[src/rtl/regslv_pkg.sv]
package regslv_pkg;

  typedef enum logic [2:0] {
    PH_IDLE,
    PH_RX,
    PH_ACK_WAIT,
    PH_ACK_OUT,
    PH_TX,
    PH_ACK_IN
  } phase_t;

  typedef enum logic [1:0] {
    BK_ADDR,
    BK_PTR,
    BK_DATA
  } kind_t;

  // device address match on the upper seven bits of the address byte
  function automatic logic addr_hit(input logic [7:0] b, input logic [6:0] dev);
    return b[7:1] == dev;
  endfunction

  // pointer successor with wrap at the bank depth
  function automatic int unsigned ptr_after(input int unsigned p, input int unsigned depth);
    return (p + 1 >= depth) ? 0 : p + 1;
  endfunction

endpackage

[src/rtl/regslv_sync.sv]
module regslv_sync #(
  parameter int STAGES = 2
) (
  input  logic clk,
  input  logic rst_n,
  input  logic scl_raw,
  input  logic sda_raw,
  output logic scl_hi,
  output logic sda_hi,
  output logic scl_rise,
  output logic scl_fall,
  output logic start_evt,
  output logic stop_evt
);
  localparam int LINES = 2;

  logic [LINES-1:0] raw;
  logic [LINES-1:0] now;
  logic [LINES-1:0] last;

  assign raw = {sda_raw, scl_raw};

  for (genvar g = 0; g < LINES; g++) begin : g_line
    logic [STAGES-1:0] chain;
    always_ff @(posedge clk or negedge rst_n) begin
      if (!rst_n) chain <= '1;
      else        chain <= {chain[STAGES-2:0], raw[g]};
    end
    assign now[g] = chain[STAGES-1];
  end

  always_ff @(posedge clk or negedge rst_n) begin
    if (!rst_n) last <= '1;
    else        last <= now;
  end

  assign scl_hi    = now[0];
  assign sda_hi    = now[1];
  assign scl_rise  = now[0] & ~last[0];
  assign scl_fall  = ~now[0] & last[0];
  assign start_evt = now[0] & last[0] & last[1] & ~now[1];
  assign stop_evt  = now[0] & last[0] & ~last[1] & now[1];

  // a bus condition can only be seen with SCL steady high
  a_r2_cond_scl_high: assert property (@(posedge clk) disable iff (!rst_n)
    (start_evt || stop_evt) |-> ($past(scl_hi) && scl_hi));

endmodule

[src/rtl/regslv_ptr.sv]
module regslv_ptr #(
  parameter int DEPTH = 8,
  localparam int PTR_W = $clog2(DEPTH)
) (
  input  logic             clk,
  input  logic             rst_n,
  input  logic             clr,
  input  logic             load,
  input  logic [PTR_W-1:0] load_val,
  input  logic             inc,
  output logic [PTR_W-1:0] ptr
);
  import regslv_pkg::*;

  always_ff @(posedge clk or negedge rst_n) begin
    if (!rst_n)     ptr <= '0;
    else if (clr)   ptr <= '0;
    else if (load)  ptr <= load_val;
    else if (inc)   ptr <= PTR_W'(ptr_after(32'(ptr), DEPTH));
  end

  // the last register is followed by register 0
  a_r5_wrap: assert property (@(posedge clk) disable iff (!rst_n)
    (inc && !clr && !load && ptr == PTR_W'(DEPTH-1)) |=> ptr == '0);

  // a clear always leaves the pointer at 0
  a_r9_ptr_clear: assert property (@(posedge clk) disable iff (!rst_n)
    clr |=> ptr == '0);

endmodule

[src/rtl/regslv_fsm.sv]
module regslv_fsm #(
  parameter logic [6:0] DEV_ADDR = 7'h68,
  parameter int         PTR_W    = 3
) (
  input  logic             clk,
  input  logic             rst_n,
  input  logic             pwr_fail,
  input  logic             scl_hi,
  input  logic             sda_hi,
  input  logic             scl_rise,
  input  logic             scl_fall,
  input  logic             start_evt,
  input  logic             stop_evt,
  input  logic [7:0]       rdata,
  output logic             sda_oe,
  output logic             ptr_load,
  output logic [PTR_W-1:0] ptr_load_val,
  output logic             ptr_inc,
  output logic             we,
  output logic [7:0]       wdata
);
  import regslv_pkg::*;

  phase_t     phase;
  kind_t      kind;
  logic [2:0] bitcnt;
  logic [7:0] shreg;
  logic       rw;
  logic       mack;
  logic       live;
  logic       byte_done;
  logic [7:0] rx_byte;

  assign live      = !pwr_fail && !start_evt && !stop_evt;
  assign rx_byte   = {shreg[6:0], sda_hi};
  assign byte_done = live && phase == PH_RX && scl_rise && bitcnt == 3'd7;

  assign ptr_load     = byte_done && kind == BK_PTR;
  assign ptr_load_val = rx_byte[PTR_W-1:0];
  assign ptr_inc      = live && scl_fall &&
                        ((phase == PH_ACK_OUT && kind == BK_DATA) ||
                         (phase == PH_TX && bitcnt == 3'd7));

  always_ff @(posedge clk or negedge rst_n) begin
    if (!rst_n) begin
      phase  <= PH_IDLE;
      kind   <= BK_ADDR;
      bitcnt <= '0;
      shreg  <= '0;
      rw     <= 1'b0;
      mack   <= 1'b0;
      sda_oe <= 1'b0;
      we     <= 1'b0;
      wdata  <= '0;
    end else if (pwr_fail) begin
      phase  <= PH_IDLE;
      sda_oe <= 1'b0;
      we     <= 1'b0;
    end else begin
      we <= 1'b0;
      if (start_evt) begin
        phase  <= PH_RX;
        kind   <= BK_ADDR;
        bitcnt <= '0;
        sda_oe <= 1'b0;
      end else if (stop_evt) begin
        phase  <= PH_IDLE;
        sda_oe <= 1'b0;
      end else begin
        case (phase)
          PH_RX: if (scl_rise) begin
            shreg <= rx_byte;
            if (bitcnt == 3'd7) begin
              bitcnt <= '0;
              case (kind)
                BK_ADDR: begin
                  if (addr_hit(rx_byte, DEV_ADDR)) begin
                    rw    <= rx_byte[0];
                    phase <= PH_ACK_WAIT;
                  end else begin
                    phase <= PH_IDLE;
                  end
                end
                BK_PTR: phase <= PH_ACK_WAIT;
                default: begin
                  we    <= 1'b1;
                  wdata <= rx_byte;
                  phase <= PH_ACK_WAIT;
                end
              endcase
            end else begin
              bitcnt <= bitcnt + 3'd1;
            end
          end
          PH_ACK_WAIT: if (scl_fall) begin
            sda_oe <= 1'b1;
            phase  <= PH_ACK_OUT;
          end
          PH_ACK_OUT: if (scl_fall) begin
            bitcnt <= '0;
            if (kind == BK_ADDR && rw) begin
              kind   <= BK_DATA;
              phase  <= PH_TX;
              shreg  <= rdata;
              sda_oe <= ~rdata[7];
            end else begin
              kind   <= (kind == BK_ADDR) ? BK_PTR : BK_DATA;
              phase  <= PH_RX;
              sda_oe <= 1'b0;
            end
          end
          PH_TX: if (scl_fall) begin
            if (bitcnt == 3'd7) begin
              sda_oe <= 1'b0;
              phase  <= PH_ACK_IN;
            end else begin
              shreg  <= {shreg[6:0], 1'b0};
              sda_oe <= ~shreg[6];
              bitcnt <= bitcnt + 3'd1;
            end
          end
          PH_ACK_IN: begin
            if (scl_rise) mack <= ~sda_hi;
            if (scl_fall) begin
              bitcnt <= '0;
              if (mack) begin
                phase  <= PH_TX;
                shreg  <= rdata;
                sda_oe <= ~rdata[7];
              end else begin
                phase <= PH_IDLE;
              end
            end
          end
          default: sda_oe <= 1'b0;
        endcase
      end
    end
  end

  // the output enable never moves while SCL stays high
  a_r10_oe_steady: assert property (@(posedge clk) disable iff (!rst_n)
    (scl_hi && $past(scl_hi) && !pwr_fail && !$past(pwr_fail) && !start_evt)
      |-> $stable(sda_oe));

  // an idle slave drives nothing
  a_r1_idle_quiet: assert property (@(posedge clk) disable iff (!rst_n)
    (phase == PH_IDLE) |-> !sda_oe);

  // a register write is a single-cycle strobe
  a_r4_we_pulse: assert property (@(posedge clk) disable iff (!rst_n)
    we |=> !we);

  // power-fail forces the bus interface quiet on the next cycle
  a_r9_pf_abort: assert property (@(posedge clk) disable iff (!rst_n)
    pwr_fail |=> (!sda_oe && !we && phase == PH_IDLE));

endmodule

[src/rtl/i2c_regbank_slave.sv]
module i2c_regbank_slave #(
  parameter int         DEPTH       = 8,
  parameter logic [6:0] DEV_ADDR    = 7'h68,
  parameter int         SYNC_STAGES = 2,
  localparam int        PTR_W       = $clog2(DEPTH)
) (
  input  logic             clk,
  input  logic             rst_n,
  input  logic             pwr_fail,
  input  logic             scl_i,
  input  logic             sda_i,
  output logic             sda_oe,
  output logic [PTR_W-1:0] reg_addr,
  output logic [7:0]       reg_wdata,
  output logic             reg_we,
  input  logic [7:0]       reg_rdata
);

  logic             scl_hi, sda_hi, scl_rise, scl_fall, start_evt, stop_evt;
  logic             ptr_load, ptr_inc;
  logic [PTR_W-1:0] ptr_load_val;

  regslv_sync #(.STAGES(SYNC_STAGES)) u_sync (
    .clk       (clk),
    .rst_n     (rst_n),
    .scl_raw   (scl_i),
    .sda_raw   (sda_i),
    .scl_hi    (scl_hi),
    .sda_hi    (sda_hi),
    .scl_rise  (scl_rise),
    .scl_fall  (scl_fall),
    .start_evt (start_evt),
    .stop_evt  (stop_evt)
  );

  regslv_fsm #(.DEV_ADDR(DEV_ADDR), .PTR_W(PTR_W)) u_fsm (
    .clk          (clk),
    .rst_n        (rst_n),
    .pwr_fail     (pwr_fail),
    .scl_hi       (scl_hi),
    .sda_hi       (sda_hi),
    .scl_rise     (scl_rise),
    .scl_fall     (scl_fall),
    .start_evt    (start_evt),
    .stop_evt     (stop_evt),
    .rdata        (reg_rdata),
    .sda_oe       (sda_oe),
    .ptr_load     (ptr_load),
    .ptr_load_val (ptr_load_val),
    .ptr_inc      (ptr_inc),
    .we           (reg_we),
    .wdata        (reg_wdata)
  );

  regslv_ptr #(.DEPTH(DEPTH)) u_ptr (
    .clk      (clk),
    .rst_n    (rst_n),
    .clr      (pwr_fail),
    .load     (ptr_load),
    .load_val (ptr_load_val),
    .inc      (ptr_inc),
    .ptr      (reg_addr)
  );

  // the write address is held steady through the strobe
  a_r4_addr_hold: assert property (@(posedge clk) disable iff (!rst_n)
    (reg_we && !pwr_fail) |=> $stable(reg_addr));

endmodule

[config.mk]
export PLATFORM = sky130hd
export DESIGN_NAME = i2c_regbank_slave
export DESIGN_NICKNAME = d
export VERILOG_FILES = /design/src/rtl/regslv_pkg.sv /design/src/rtl/regslv_sync.sv /design/src/rtl/regslv_ptr.sv /design/src/rtl/regslv_fsm.sv /design/src/rtl/i2c_regbank_slave.sv
export SDC_FILE = /design/constraint.sdc
export NUM_CORES = 1
export LEC_CHECK = 0
export CAP_MARGIN = 20
export CELL_PAD_IN_SITES_DETAIL_PLACEMENT = 0
export CELL_PAD_IN_SITES_GLOBAL_PLACEMENT = 1
export CORE_ASPECT_RATIO = 0.6
export CORE_MARGIN = 3
export CORE_UTILIZATION = 46
export CTS_BUF_LIST = sky130_fd_sc_hd__clkbuf_16
export DETAILED_ROUTE_END_ITERATION = 8
export GPL_ROUTABILITY_DRIVEN = 0
export PLACE_DENSITY_LB_ADDON = 0.1
export SLEW_MARGIN = 20
export SYNTH_ARGS = -nofsm -noshare
export SYNTH_HDL_FRONTEND = slang
export SYNTH_SLANG_ARGS = --single-unit
[constraint.sdc]
create_clock -name clk -period 4.3 [get_ports clk]
set_input_delay 0.645 -clock clk [delete_from_list [all_inputs] [get_ports clk]]
set_output_delay 0.645 -clock clk [all_outputs]
set_load 0.1 [all_outputs]
==> qor_table.md, run 1 <==
| Metric | Value |
|---|---|
| Top cells by area, synth | sky130_fd_sc_hd__dfrtp_1 (37%), sky130_fd_sc_hd__mux2_2 (9.5%), sky130_fd_sc_hd__dfstp_2 (7.8%), sky130_fd_sc_hd__mux2_4 (5.2%), sky130_fd_sc_hd__nor2b_1 (2.8%) |
| Slew Limit Headroom | 0.345 |
| Worst vdd rail ir drop | 0.000244 V |
| Cell area after placement | 0.00230 sq mm |
| Final antenna diode count | 0 |
| Max Cap Viol | 0 |
| Sum of buffers and inverters on the critical path | 0 |
| Number of gates resized after CTS | 0 |
| Cell count after synthesis | 187 |
| RSZ-0062 raised after global routing | no |
| Origin of the worst setup path | u_fsm.phase[2] |
| Total track usage | 0.182 |
| Kind of end point of the critical path | register |
| Share of the synthesized area in the top cell type | 0.374 |
| WL/cell | 16.7 um |
| Finished Cell Area | 0.00244 sq mm |
| Num Clock Sinks | 36 |
| Critical R2R Capture | u_fsm.shreg[2] |
| Detailed-route vias per instance | 5.76 |
| R2R cell count | 4 |
| Number of filler cells placed in the layout | 322 |
| P per Cell Area | 369 mW/mm^2 |
| Primary FF master, synth | sky130_fd_sc_hd__dfrtp_1 |
| Ratio of final minimum period to clock period | 0.592 |
| Area growth from synthesis to final layout | 21.2% |
| Root cell of the clock tree | sky130_fd_sc_hd__clkbuf_16 |
| Min Clock Period, post-route | 2.55 ns |
| Total negative setup slack | 0 ns |
| Chain of cells forming the critical path | nor2b_1 -> o21ai_1 -> mux2_2 -> mux2_4 |
| Arrival time of the worst setup path | 2.71 ns |
| Number of iterations in the first detailed-routing pass | 4 |
| Crit path depth | 4 |
| Cell leakage power | 1.08 nW |
| Peak fanout along the critical path | 21 |
| Crit path largest cell delay | 0.73 ns |
| Final antenna-violating net count | 0 |
| Area of the core | 0.00394 sq mm |
| Number of endpoints with negative hold slack in the final report | 0 |
| First-iteration detailed-routing DRC count | 102 |
| Kind of path behind the tightest hold check | reg -> reg |
| Vertical die dimension | 57.2 um |
| Clock H-tree levels | 2 |
| CP Data Required Time | 4.46 ns |
| Half-perimeter wire length of the detailed placement result | 3300 um |
| Source-to-sink clock delay at the later pin of the worst-skew pair | 0.28 ns |
| Final net count | 228 |
| Clock-pin transition on the worst setup and hold timing paths | 0.05 ns |
| Syn nets | 204 |
| Floorplan die width | 91.3 um |
| Area occupied by multi-input gates | 0.00102 sq mm |
| Commonest cells after routing, fill and taps aside | sky130_fd_sc_hd__dfrtp_1 (30), sky130_fd_sc_hd__clkdlybuf4s50_1 (25), sky130_fd_sc_hd__mux2_2 (17) |
| Total clock buffers created by CTS | 5 |
| Sequential element share of the synthesized area | 0.452 |
| Sequential standard cell area | 908 sq um |
| Syn_area_per_cell | 10.7 sq um |
| Status | complete, no violations |
| Async S/R FF share, synth | 1.00 |
| Crit start category | register |
| IO Pins | 26 |
| Count of state elements after synthesis | 36 |
| TritonCTS clock tree | yes |
| Remaining routing DRC violations | 0 |
| Count of flip-flops with a built-in enable after synthesis | 0 |
| Vias post-DR | 1550 |
| Delay-heaviest family, CP | flip-flops |
| Via count of the first global-routing pass | 1483 |
| Library cell occupying the most area in the post-synthesis netlist | sky130_fd_sc_hd__dfrtp_1 |
| Sum of routed wire length over all layers | 4480 um |
| Area of the die | 0.00522 sq mm |
| Hold bufs inserted after CTS | 0 |
| Effective utilization at floorplan | 0.511 |
| Critical Setup Path Class | reg -> reg |
| End point of the critical path | u_fsm.shreg[2] |
| Fmax | 393 MHz |
| Transition time at the pin with the least slew margin | 0.979 ns |
| Reg-to-reg setup timing slack | 1.75 ns |
| Global-route wire length before repair | 7360 um |
| Cell row count | 17 |
| Post-Synthesis Cell Area | 0.00201 sq mm |
| Antenna violations before repair | 0 |
| Pin count of the biggest net entering global routing | 37 |
| Layout cell share with drive strength beyond 1 | 0.193 |
| Slowest cell on the critical path | sky130_fd_sc_hd__dfrtp_1 |
| Fin util | 0.619 |
| Global-route congestion overflow total | 0 |
| Maximum count of clock buffers along a single path | 2 |
| Most common cell after layout, fill and taps aside | sky130_fd_sc_hd__dfrtp_1 |
| Syn. warnings | 0 |
| Launch point of the worst reg-to-reg path | u_fsm.phase[2] |
| Final worst clock skew | 0.00435 ns |
| Number of setup violations in the final report | 0 |
| Yosys cell types | 50 |
| PortBufs | 25 |
| Max Transition Viols Final | 0 |
| Post-CTS setup-driven buffer insertion count | 0 |
-- flip-flops by register name, indices dropped and copies added (netlist names) --
signal and flops:
u_fsm.wdata 8, u_fsm.shreg 7, u_sync.g_line.chain 4, u_fsm.bitcnt 3, u_fsm.phase 3, u_ptr.ptr 3
u_fsm.kind 2, u_sync.last 2, u_fsm.mack 1, u_fsm.rw 1, u_fsm.sda_oe 1, u_fsm.we 1
-- per-stage QoR --
stage          setup WS, ns  hold slack [ns]  total power (W)  instances
2_1_floorplan          2.09            0.345         0.000514        187
3_3_place_gp           1.66            0.349         0.000560        261
3_5_place_dp           1.60            0.349         0.000567        261
4_1_cts                1.80            0.361         0.000909        269
5_1_grt                1.62            0.364         0.000944        269
6_report               1.75            0.358         0.000899        269
-- metal layers --
layer,share of wire,global-route usage,vias to the layer above
met3,0.076,0.0487,0
li1,-,-,740
met1,0.49,0.268,752
met4,0,0.0300,0
met5,0,0,-
met2,0.44,0.276,58
-- worst min path at each step --
stage,start,end,cells past startpoint
2_1_floorplan,rst_n,u_fsm.bitcnt[0],0
3_3_place_gp,u_sync.g_line[1].chain[0],u_sync.g_line[1].chain[1],0
3_5_place_dp,u_sync.g_line[0].chain[0],u_sync.g_line[0].chain[1],0
4_1_cts,u_sync.g_line[1].chain[0],u_sync.g_line[1].chain[1],0
5_1_grt,u_sync.g_line[1].chain[0],u_sync.g_line[1].chain[1],0
6_report,u_sync.g_line[1].chain[0],u_sync.g_line[1].chain[1],0
-- final cells by class --
cell class              count  share of cell area
multi-input cells         133               0.421
flip-flops and latches     36               0.373
repair buffers             26               0.106
clock buffers               5              0.0514
well taps                  57              0.0293
inverters                   9              0.0139
clock inverters             3             0.00616
-- power by group --
part | switching, W | total [W] | internal, W
Clock | 0.000128 | 0.000338 | 0.000210
Combinational | 0.0000671 | 0.000148 | 0.0000807
Sequential | 0.0000406 | 0.000414 | 0.000373
-- cells by family after synthesis --
group / Yosys count / share of synthesized area
xor gates and xnor gates: 1 / 0.00436
and+or+nand+nor: 52 / 0.149
DFF: 36 / 0.452
AOI/OAI and AO/OA: 47 / 0.158
adders and majority gates: 4 / 0.0249
muxes: 29 / 0.174
buffers and inverters: 18 / 0.0380
-- cell usage after synthesis (2+ instances only) --
library cell and instances:
sky130_fd_sc_hd__dfrtp_1 30, sky130_fd_sc_hd__mux2_2 17, sky130_fd_sc_hd__a21oi_1 10, sky130_fd_sc_hd__inv_1 9, sky130_fd_sc_hd__nor2b_1 9, sky130_fd_sc_hd__nand2_1 8
sky130_fd_sc_hd__o21ai_0 8, sky130_fd_sc_hd__clkbuf_1 7, sky130_fd_sc_hd__mux2_4 7, sky130_fd_sc_hd__nor2_1 7, sky130_fd_sc_hd__dfstp_2 6, sky130_fd_sc_hd__nand3_1 6
sky130_fd_sc_hd__nor3_1 5, sky130_fd_sc_hd__ha_1 4, sky130_fd_sc_hd__o31ai_1 4, sky130_fd_sc_hd__a311oi_1 3, sky130_fd_sc_hd__mux2i_1 3, sky130_fd_sc_hd__nand2b_1 3
sky130_fd_sc_hd__o21ai_1 3, sky130_fd_sc_hd__a22oi_1 2, sky130_fd_sc_hd__a31oi_1 2, sky130_fd_sc_hd__a32o_1 2, sky130_fd_sc_hd__and3_1 2, sky130_fd_sc_hd__mux2_1 2
sky130_fd_sc_hd__o21a_1 2, sky130_fd_sc_hd__or3_1 2
Note: power is estimated with default switching activity, not from simulation.
==> run 2, diff against run 1 <==
- CORE_UTILIZATION: 46 -> 43
- clock period: 4.3 -> 2.47 ns (I/O delays scaled with it)
==> run 2 against run 1 <==
Compared with the run above: register-to-register slack worse by 1.5 ns; critical path type unchanged; maximum frequency grew 14%; global-route usage is 0.30 points higher; critical path depth grew 1; final cell count grew 4.8%; worst hold slack worse by 0.0043 ns; design area increased by 2.0%; clock power up 79%; clock-buffer cell count unchanged; sequential power rose by 73%; first-iteration DRC count is 5.9% lower; die area is 6.4% higher; highest routed layer is now met4.
==> qor_table.md, run 2 (synthesis results as in run 1) <==
| Metric | Value |
|---|---|
| Floorplan die width | 94.3 um |
| Area of the die | 0.00556 sq mm |
| Post-CTS setup-driven buffer insertion count | 0 |
| Cell leakage power | 1.16 nW |
| Global-route wire length before repair | 7630 um |
| Worst slack, placed | 0.249 ns |
| Part of the total power dissipated in the clock network | 0.381 |
| Num Clock Sinks | 36 |
| Antenna violations before repair | 0 |
| Max Transition Viols Final | 0 |
| Hold bufs inserted after CTS | 0 |
| Critical Setup Path Class | reg -> reg |
| First-iteration detailed-routing DRC count | 96 |
| Register ranked first by flip-flop count | u_fsm.wdata |
| Clock-pin transition on the worst setup and hold timing paths | 0.05 ns |
| Final antenna-violating net count | 0 |
| Design internal power | 0.00116 W |
| Sum of routed wire length over all layers | 4580 um |
| Arrival time of the worst setup path | 2.40 ns |
| Hold path startpoint | u_sync.g_line[1].chain[0] |
| Number of endpoints with negative hold slack in the final report | 0 |
| Post-layout total power | 0.00159 W |
| Relative contribution of combinational cells to total power | 0.167 |
| Cell row count | 18 |
| Launch point of the worst reg-to-reg path | u_sync.g_line[0].chain[1] |
| Effective utilization at floorplan | 0.467 |
| Final worst clock skew | 0.00763 ns |
| IO Pins | 26 |
| Crit path largest cell delay | 0.63 ns |
| RSZ-0062 raised after global routing | no |
| Vias post-DR | 1569 |
| Worst vdd rail ir drop | 0.000438 V |
| Chain of cells forming the critical path | or3b_1 -> a21oi_1 -> a311oi_1 -> or4_4 -> mux2_4 |
| Commonest cells after routing, fill and taps aside | sky130_fd_sc_hd__dfrtp_1 (30), sky130_fd_sc_hd__buf_4 (24), sky130_fd_sc_hd__mux2_2 (17) |
| Global-route congestion overflow total | 0 |
| Vertical die dimension | 59.0 um |
| Setup slack of the critical path after layout | 0.231 ns |
| Area growth from synthesis to final layout | 23.6% |
| WL/cell | 16.3 um |
| Total negative setup slack | 0 ns |
| Transition time at the pin with the least slew margin | 0.619 ns |
| Number of setup violations in the final report | 0 |
| Count of placed standard cells including taps | 274 |
| Root cell of the clock tree | sky130_fd_sc_hd__clkbuf_16 |
| Number of flip-flops in the largest register | 8 |
| Top Registers | u_fsm.wdata x8, u_fsm.shreg x7, u_sync.g_line.chain x4 |
| Cell area after placement | 0.00234 sq mm |
| Source-to-sink clock delay at the later pin of the worst-skew pair | 0.28 ns |
| CP Data Required Time | 2.63 ns |
| TritonCTS clock tree | yes |
| Total clock buffers created by CTS | 5 |
| Clock H-tree levels | 2 |
| Area of the core | 0.00430 sq mm |
| Origin of the worst setup path | u_sync.g_line[0].chain[1] |
| Slew Limit Headroom | 0.586 |
| Final antenna diode count | 0 |
| Max Cap Viol | 0 |
| Number of gates resized after CTS | 0 |
| Finished Cell Area | 0.00248 sq mm |
| Crit start category | register |
| Number of iterations in the first detailed-routing pass | 4 |
| Peak fanout along the critical path | 9 |
| Layout cell share with drive strength beyond 1 | 0.293 |
| Detailed-route vias per instance | 5.56 |
| Maximum count of clock buffers along a single path | 2 |
| Ratio of final minimum period to clock period | 0.906 |
| Most common cell after layout, fill and taps aside | sky130_fd_sc_hd__dfrtp_1 |
| Final net count | 238 |
| Final Non-Filler Cells | 282 |
| Via count of the first global-routing pass | 1527 |
| Portion of total power attributed to sequential cells | 0.452 |
| PortBufs | 25 |
| Proportion of total power due to net switching | 0.269 |
| Slowest cell on the critical path | sky130_fd_sc_hd__or4_4 |
| P per Cell Area | 640 mW/mm^2 |
| Half-perimeter wire length of the detailed placement result | 3370 um |
| Min Clock Period, post-route | 2.24 ns |
| Status | complete, no violations |
| Fmax | 447 MHz |
| Pin count of the biggest net entering global routing | 37 |
| Total track usage | 0.185 |
| Kind of end point of the critical path | register |
| Kind of path behind the tightest hold check | reg -> reg |
| Power dissipated by switching net loads | 0.000428 W |
| Remaining routing DRC violations | 0 |
[run 2: layer usage]
metal	track usage	up-vias	wire length, um
met5	0	-	0
met2	0.261	55	1880
met4	0.0741	0	70
met1	0.274	744	2280
met3	0.0434	7	361
li1	-	763	-
[run 2: layout make-up]
cell class	instances	area, sq um
clock buffer	5	125
timing repair buffer	36	300
multi-input combinational	133	1020
sequential	36	908
inverter	9	33.8
tap	60	75.1
clock inverter	3	16.3
fill	367	1820
[run 2: worst paths after layout]
check	to	slack (ns)	cells past startpoint
min	u_sync.g_line[1].chain[1]	0.35	0
max in group asynchronous	u_sync.last[1]	1.61	2
min reg2reg	u_sync.g_line[1].chain[1]	0.35	0
min in group asynchronous	u_fsm.we	0.51	2
max reg2reg	u_fsm.shreg[5]	0.23	5
max	u_fsm.shreg[5]	0.23	5
[run 2: through the flow]
| stage | util | hold WS, ns |
|---|---|---|
| after floorplan | - | 0.0749 |
| after global placement | 0.545 | 0.347 |
| after detailed placement | 0.545 | 0.347 |
| after CTS | 0.577 | 0.355 |
| after global routing | 0.577 | 0.356 |
| final | 0.577 | 0.354 |
[run 2: power by group through the flow]
| stage | registers (W) | clock network, W | logic (W) |
|---|---|---|---|
| floorplan | 0.000741 | 0 | 0.000154 |
| global placement | 0.000725 | 0 | 0.000255 |
| detailed placement | 0.000728 | 0 | 0.000266 |
| CTS | 0.000719 | 0.000617 | 0.000268 |
| global route | 0.000731 | 0.000647 | 0.000288 |
| finish | 0.000718 | 0.000605 | 0.000265 |
[run 2: worst max-delay path, delay by kind of cell (launching register included)]
| family | cells | cell delay [ns] |
|---|---|---|
| simple gates | 2 | 0.99 |
| mux | 1 | 0.33 |
| compound gates | 2 | 0.21 |
| flops | 1 | 0.58 |
